`src/rtl/lock_filter_pkg.sv`:
```
package lock_filter_pkg;
  localparam int CNT_W = 17;

  typedef struct packed {
    logic clr;
    logic inc;
  } cntCmd_t;

  function automatic logic [31:0] codeToLines(input logic [2:0] code);
    logic [31:0] lines;
    case (code)
      3'd0:    lines = 32'd1;
      3'd1:    lines = 32'd2;
      3'd2:    lines = 32'd5;
      3'd3:    lines = 32'd10;
      3'd4:    lines = 32'd100;
      3'd5:    lines = 32'd500;
      3'd6:    lines = 32'd1000;
      default: lines = 32'd100000;
    endcase
    return lines;
  endfunction
endpackage

```
`src/rtl/lock_filter_dp.sv`:
```
module lock_filter_dp
  import lock_filter_pkg::*;
#(
  parameter int CW = CNT_W
) (
  input  logic          clk,
  input  logic          rstN,
  input  cntCmd_t       cmd,
  input  logic          lockedNow,
  input  logic [2:0]    cilCode,
  input  logic [2:0]    colCode,
  output logic          atLimit,
  output logic [CW-1:0] cntQ
);
  logic [31:0] thrSel;
  logic [31:0] nextCount;

  // Threshold follows the direction of the pending change
  always_comb begin
    thrSel    = lockedNow ? codeToLines(colCode) : codeToLines(cilCode);
    nextCount = 32'(cntQ) + 32'd1;
    atLimit   = nextCount >= thrSel;
  end

  always_ff @(posedge clk) begin
    if (!rstN)        cntQ <= '0;
    else if (cmd.clr) cntQ <= '0;
    else if (cmd.inc) cntQ <= cntQ + 1'b1;
  end

  p_count_step_r4: assert property (@(posedge clk) disable iff (!rstN)
    cmd.inc |=> cntQ == $past(cntQ) + 1'b1);
  p_count_clear_r4: assert property (@(posedge clk) disable iff (!rstN)
    cmd.clr |=> cntQ == '0);
  p_count_hold_r5: assert property (@(posedge clk) disable iff (!rstN)
    (!cmd.inc && !cmd.clr) |=> $stable(cntQ));
endmodule

```
`src/rtl/lock_filter_ctrl.sv`:
```
module lock_filter_ctrl
  import lock_filter_pkg::*;
(
  input  logic    clk,
  input  logic    rstN,
  input  logic    lineStb,
  input  logic    hLockRaw,
  input  logic    scLockRaw,
  input  logic    vLockField,
  input  logic    fieldEval,
  input  logic    scLockEn,
  input  logic    atLimit,
  output cntCmd_t cmd,
  output logic    lockedQ,
  output logic    lostPulse
);
  logic qualLock;
  logic disagree;
  logic flip;

  always_comb begin
    qualLock = hLockRaw & (scLockEn ? scLockRaw : 1'b1)
                        & (fieldEval ? vLockField : 1'b1);
    disagree = qualLock != lockedQ;
    flip     = lineStb & disagree & atLimit;
    cmd.clr  = lineStb & (~disagree | atLimit);
    cmd.inc  = lineStb & disagree & ~atLimit;
  end

  always_ff @(posedge clk) begin
    if (!rstN) begin
      lockedQ   <= 1'b0;
      lostPulse <= 1'b0;
    end else begin
      lockedQ   <= lockedQ ^ flip;
      lostPulse <= flip & lockedQ;
    end
  end

  p_hold_without_line_r5: assert property (@(posedge clk) disable iff (!rstN)
    !lineStb |=> $stable(lockedQ));
  p_flip_at_limit_r7: assert property (@(posedge clk) disable iff (!rstN)
    !$stable(lockedQ) |-> $past(atLimit && lineStb));
  p_lost_on_fall_r8: assert property (@(posedge clk) disable iff (!rstN)
    $fell(lockedQ) |-> lostPulse);
  p_lost_single_r8: assert property (@(posedge clk) disable iff (!rstN)
    lostPulse |=> !lostPulse);
endmodule

```
`src/rtl/lock_filter.sv`:
```
module lock_filter
  import lock_filter_pkg::*;
(
  input  logic             clk,
  input  logic             rstN,
  input  logic             lineStb,
  input  logic             hLockRaw,
  input  logic             scLockRaw,
  input  logic             vLockField,
  input  logic [2:0]       cilCode,
  input  logic [2:0]       colCode,
  input  logic             fieldEval,
  input  logic             scLockEn,
  output logic             locked,
  output logic             lostLock,
  output logic [CNT_W-1:0] runCount
);
  cntCmd_t cmd;
  logic    atLimit;

  lock_filter_ctrl u_ctrl (
    .clk(clk), .rstN(rstN), .lineStb(lineStb),
    .hLockRaw(hLockRaw), .scLockRaw(scLockRaw), .vLockField(vLockField),
    .fieldEval(fieldEval), .scLockEn(scLockEn), .atLimit(atLimit),
    .cmd(cmd), .lockedQ(locked), .lostPulse(lostLock)
  );

  lock_filter_dp #(.CW(CNT_W)) u_dp (
    .clk(clk), .rstN(rstN), .cmd(cmd), .lockedNow(locked),
    .cilCode(cilCode), .colCode(colCode),
    .atLimit(atLimit), .cntQ(runCount)
  );

  p_no_pulse_on_gain_r8: assert property (@(posedge clk) disable iff (!rstN)
    $rose(locked) |-> !lostLock);
endmodule

```
`config.mk`:
```
export PLATFORM = sky130hd
export DESIGN_NAME = lock_filter
export DESIGN_NICKNAME = d
export VERILOG_FILES = /design/src/rtl/lock_filter_pkg.sv /design/src/rtl/lock_filter_dp.sv /design/src/rtl/lock_filter_ctrl.sv /design/src/rtl/lock_filter.sv
export SDC_FILE = /design/constraint.sdc
export NUM_CORES = 1
export LEC_CHECK = 0
export CAP_MARGIN = 20
export CORE_ASPECT_RATIO = 1.1
export CORE_MARGIN = 8
export CORE_UTILIZATION = 36
export CTS_BUF_LIST = sky130_fd_sc_hd__clkbuf_8
export CTS_CLUSTER_SIZE = 16
export DETAILED_ROUTE_END_ITERATION = 10
export SLEW_MARGIN = 10
export SYNTH_ARGS = -nofsm -noshare
export SYNTH_HDL_FRONTEND = slang
export SYNTH_SLANG_ARGS = --single-unit
```
`constraint.sdc`:
```
create_clock -name clk -period 4.64 [get_ports clk]
set_input_delay 0.696 -clock clk [delete_from_list [all_inputs] [get_ports clk]]
set_output_delay 0.696 -clock clk [all_outputs]
set_load 0.02 [all_outputs]
```
==> results.sh <==
export IMPL_outcome="complete, no violations"
export IMPL_grt_pass1_vias=2021
export IMPL_ir_drop_mv=0.0949
export IMPL_layout_drive_gt1_share_pct=8.70
export IMPL_fin_worst_skew_ns=0.00190
export IMPL_core_um2=5430
export IMPL_yosysUniqueCellTypes=46
export IMPL_r2r_end="u_dp.cntQ[12]"
export IMPL_post_route_drc_count=0
export IMPL_cts_setup_buffers=0
export IMPL_maxCapViolations=0
export IMPL_rr_startpoint="u_dp.cntQ[0]"
export IMPL_synth_xor_area_share_pct=7.32
export IMPL_cp_required_ns=4.81
export IMPL_place_hpwl_um=4290
export IMPL_worst_setup_path_start_kind="flip-flop"
export IMPL_path_class="flip-flop to flip-flop"
export IMPL_clk_pin_slew_ns=0.08
export IMPL_whs_path_depth=2
export IMPL_clock_sinks=19
export IMPL_drt_antenna_violating_nets=0
export IMPL_cts_root_buf="clkbuf_8"
export IMPL_die_area_um2=8310
export IMPL_cts_resized=0
export IMPL_ys_seq_area_share_pct=18.7
export IMPL_initial_core_util_pct=37.4
export IMPL_holdPathEnd="u_dp.cntQ[1]"
export IMPL_utilization_pct=44.7
export IMPL_critPathMaxStageDelay_ns=0.56
export IMPL_endpoint_kind="flip-flop"
export IMPL_synthArstFlopShare_pct=0
export IMPL_nets=306
export IMPL_max_freq_mhz=242
export IMPL_yosys_area_top_type="dfxtp_1"
export IMPL_wirelength_um=5860
export IMPL_routed_top_layer="met4"
export IMPL_p_per_area_nw_per_um2=148
export IMPL_initialDrtViolationCount=73
export IMPL_synthFlopType="dfxtp_1"
export IMPL_grt_pass1_wl_um=9870
export IMPL_synth_seq_cells=19
export IMPL_reg2reg_slack_ns=0.50
export IMPL_std_cell_rows=28
export IMPL_drtPass1Iterations=4
export IMPL_hold_path_class="flip-flop to flip-flop"
export IMPL_overflow=0
export IMPL_cp_max_fo=11
export IMPL_fin_crit_ns=4.14
export IMPL_finalSetupTns_ns=0
export IMPL_grt_usage_pct=14.4
export IMPL_syn_area_um2=2030
export IMPL_synth_top_family_by_area="simple AND/OR/NAND/NOR gates"
export IMPL_cp_common_cell="ha_1"
export IMPL_cp_cell_sequence="ha_1 -> nand3_4 -> nor4_4 -> and3_1 -> xor2_1 -> ha_1 -> o21a_1 -> nand2b_1 -> mux2i_1 -> a221oi_4 -> nand3_1 -> o311ai_1"
export IMPL_htreeDepth=1
export IMPL_syn_inst=261
export IMPL_crit_slowest_cell="nand3_1"
export IMPL_finalMaxSlewViolations=0
export IMPL_finalSetupViolCount=0
export IMPL_hold_viol=0
export IMPL_slew_headroom_pct=38.6
export IMPL_synth_adder_area_share_pct=9.23
export IMPL_cts_hold_fix_buffers=0
export IMPL_synthTopCellsByArea="dfxtp_1 (19%), ha_1 (9.2%), nand4_1 (6.8%), nand3_1 (6.2%), xor2_1 (5.2%)"
export IMPL_grt_max_degree=31
export IMPL_via_per_inst=5.87
export IMPL_n_fill_cell=570
export IMPL_rsz0062_at_grt="no"
export IMPL_cp_arrival_ns=4.31
export IMPL_ys_warn_count=0
export IMPL_leakage_nw=0.905
export IMPL_yosys_area_top_type_share_pct=18.7
export IMPL_synth_net_count=290
export IMPL_wl_met3_um=397
export IMPL_synth_edff_count=0
export IMPL_synth_compound_area_share_pct=17.7
export IMPL_cts_buffer_depth=2
export IMPL_ff2ff_path_depth=12
export IMPL_clk_insertion_delay_late_ns=0.26
export IMPL_antenna_found_initial=0
export IMPL_place_gp_congestion=0.909
export IMPL_worstHoldStart="u_dp.cntQ[1]"
export IMPL_synth_simple_area_share_pct=38.0
export IMPL_synthMuxAreaShare_pct=2.09
export IMPL_port_buffers=32
export IMPL_postSynthAreaPerCell_um2=7.79
export IMPL_vias=2061
export IMPL_post_route_period_util_pct=89.2
export IMPL_dr_wl_met2_um=2670
export IMPL_die_height_um=94.8
export IMPL_tightest_slew_ns=0.920
export IMPL_wl_per_cell_um=16.7
export IMPL_cts_tree="done"
export IMPL_num_io_pins=33
export IMPL_die_w_um=87.7
export IMPL_antennaDiodeCount=0
export IMPL_wl_met1_um=2740
export IMPL_numCtsBuffers=3
export IMPL_synthToLayoutAreaGrowth_pct=19.4
==> logic make-up (layout without fill, tap and decap cells) <==
group	after synthesis	after routing
flops	19	19
buf+inv	34	49
simple gates	130	130
xor+xnor	17	17
compound gates	42	42
mux	4	4
fa+ha+maj	15	15
==> through the flow <==
| stage | setup slack (ns) | cell area, um2 | hold slack [ns] | power (mW) | cells |
|---|---|---|---|---|---|
| 4_1_cts | 0.505 | 2430 | 0.544 | 0.363 | 351 |
| 5_1_grt | 0.105 | 2430 | 0.566 | 0.379 | 351 |
| 6_report | 0.500 | 2430 | 0.539 | 0.359 | 351 |
| 3_5_place_dp | 0.433 | 2380 | 0.532 | 0.238 | 347 |
| 3_3_place_gp | 0.549 | 2380 | 0.534 | 0.236 | 347 |
| 2_1_floorplan | 1.22 | 2030 | 0.574 | 0.213 | 261 |
==> worst max-delay path by stage <==
| stage | from | to | slack [ns] | cells after the start |
|---|---|---|---|---|
| 6_report | u_dp.cntQ[0] | u_dp.cntQ[12] | 0.50 | 12 |
| 3_5_place_dp | cilCode[2] | u_dp.cntQ[12] | 0.43 | 10 |
| 4_1_cts | u_dp.cntQ[0] | u_dp.cntQ[12] | 0.50 | 12 |
| 5_1_grt | u_dp.cntQ[0] | u_dp.cntQ[12] | 0.10 | 12 |
| 2_1_floorplan | u_dp.cntQ[0] | u_ctrl.lockedQ | 1.22 | 14 |
| 3_3_place_gp | cilCode[2] | u_dp.cntQ[12] | 0.55 | 10 |
==> routing by layer <==
metal | track usage, % | vias up
li1 | - | 1013
met1 | 18.6 | 974
met2 | 22.9 | 68
met3 | 3.04 | 6
met4 | 4.88 | 0
met5 | 0 | -
==> power breakdown <==
| part | leakage (nW) | total [mW] | switching (mW) | internal (mW) |
|---|---|---|---|---|
| sequential | 0.153 | 0.165 | 0.00121 | 0.163 |
| combinational | 0.730 | 0.0691 | 0.0424 | 0.0267 |
| clock | 0.0217 | 0.126 | 0.0649 | 0.0607 |
| total | 0.905 | 0.359 | 0.108 | 0.251 |
==> worst max-delay path: cells and delay by family (launching register included) <==
family	cells	cell delay, ns
fa+ha+maj	2	0.67
flops	1	0.47
compound gates	3	0.96
xor+xnor	1	0.23
simple gates	5	1.58
mux	1	0.11
==> sequential cells by signal, indices dropped and copies added, names as in the netlist <==
signal            count
u_ctrl.lockedQ        1
u_ctrl.lostPulse      1
u_dp.cntQ            17
==> Yosys cell counts (all sizes together), types with 2 or more instances <==
library cell and n:
and2 5, nand4 24, mux2i 2, nand3 26, ha 15, mux2 2, nor3b 5, a21oi 5
o311ai 7, dfxtp 19, nand2 23, a22oi 3, a31oi 7, nor4b 6, o211ai 6, o21a 2
o21ai 5, xor2 12, nor3 5, clkbuf 20, and3 7, nor4 8, inv 7, nor2 13
buf 7, nor2b 4, xnor2 5
==> cell usage in the layout (no fill, tap or decap), types with 2 or more instances in the layout <==
| master | Yosys | final |
|---|---|---|
| dfxtp_1 | 19 | 19 |
| and2_1 | 3 | 3 |
| nand3_1 | 25 | 25 |
| nor4b_1 | 6 | 6 |
| nor2b_1 | 4 | 4 |
| clkdlybuf4s50_1 | 0 | 32 |
| inv_1 | 7 | 7 |
| and3_1 | 7 | 7 |
| ha_1 | 15 | 15 |
| o21a_1 | 2 | 2 |
| a22oi_1 | 3 | 3 |
| clkbuf_8 | 0 | 3 |
| a31oi_1 | 7 | 7 |
| nand4_1 | 22 | 22 |
| mux2i_1 | 2 | 2 |
| nor3b_1 | 5 | 5 |
| o211ai_1 | 6 | 6 |
| a21oi_1 | 5 | 5 |
| xor2_1 | 12 | 12 |
| nor3_1 | 5 | 5 |
| nor4_4 | 2 | 2 |
| mux2_2 | 2 | 2 |
| xnor2_1 | 5 | 5 |
| and2_0 | 2 | 2 |
| nor4_1 | 6 | 6 |
| o21ai_0 | 5 | 5 |
| nor2_1 | 13 | 13 |
| buf_4 | 1 | 6 |
| o311ai_2 | 6 | 6 |
| nand2_1 | 23 | 23 |
==> area by class of cell <==
type	count	area, um2	area share, %
Multi-Input combinational cell	208	1510	62.3
Clock inverter	1	7.51	0.309
Clock buffer	3	41.3	1.70
Sequential cell	19	380	15.7
Inverter	7	26.3	1.08
Timing Repair Buffer	38	365	15.1
Tap cell	75	93.8	3.87
Power figures use the tool's default switching activity.
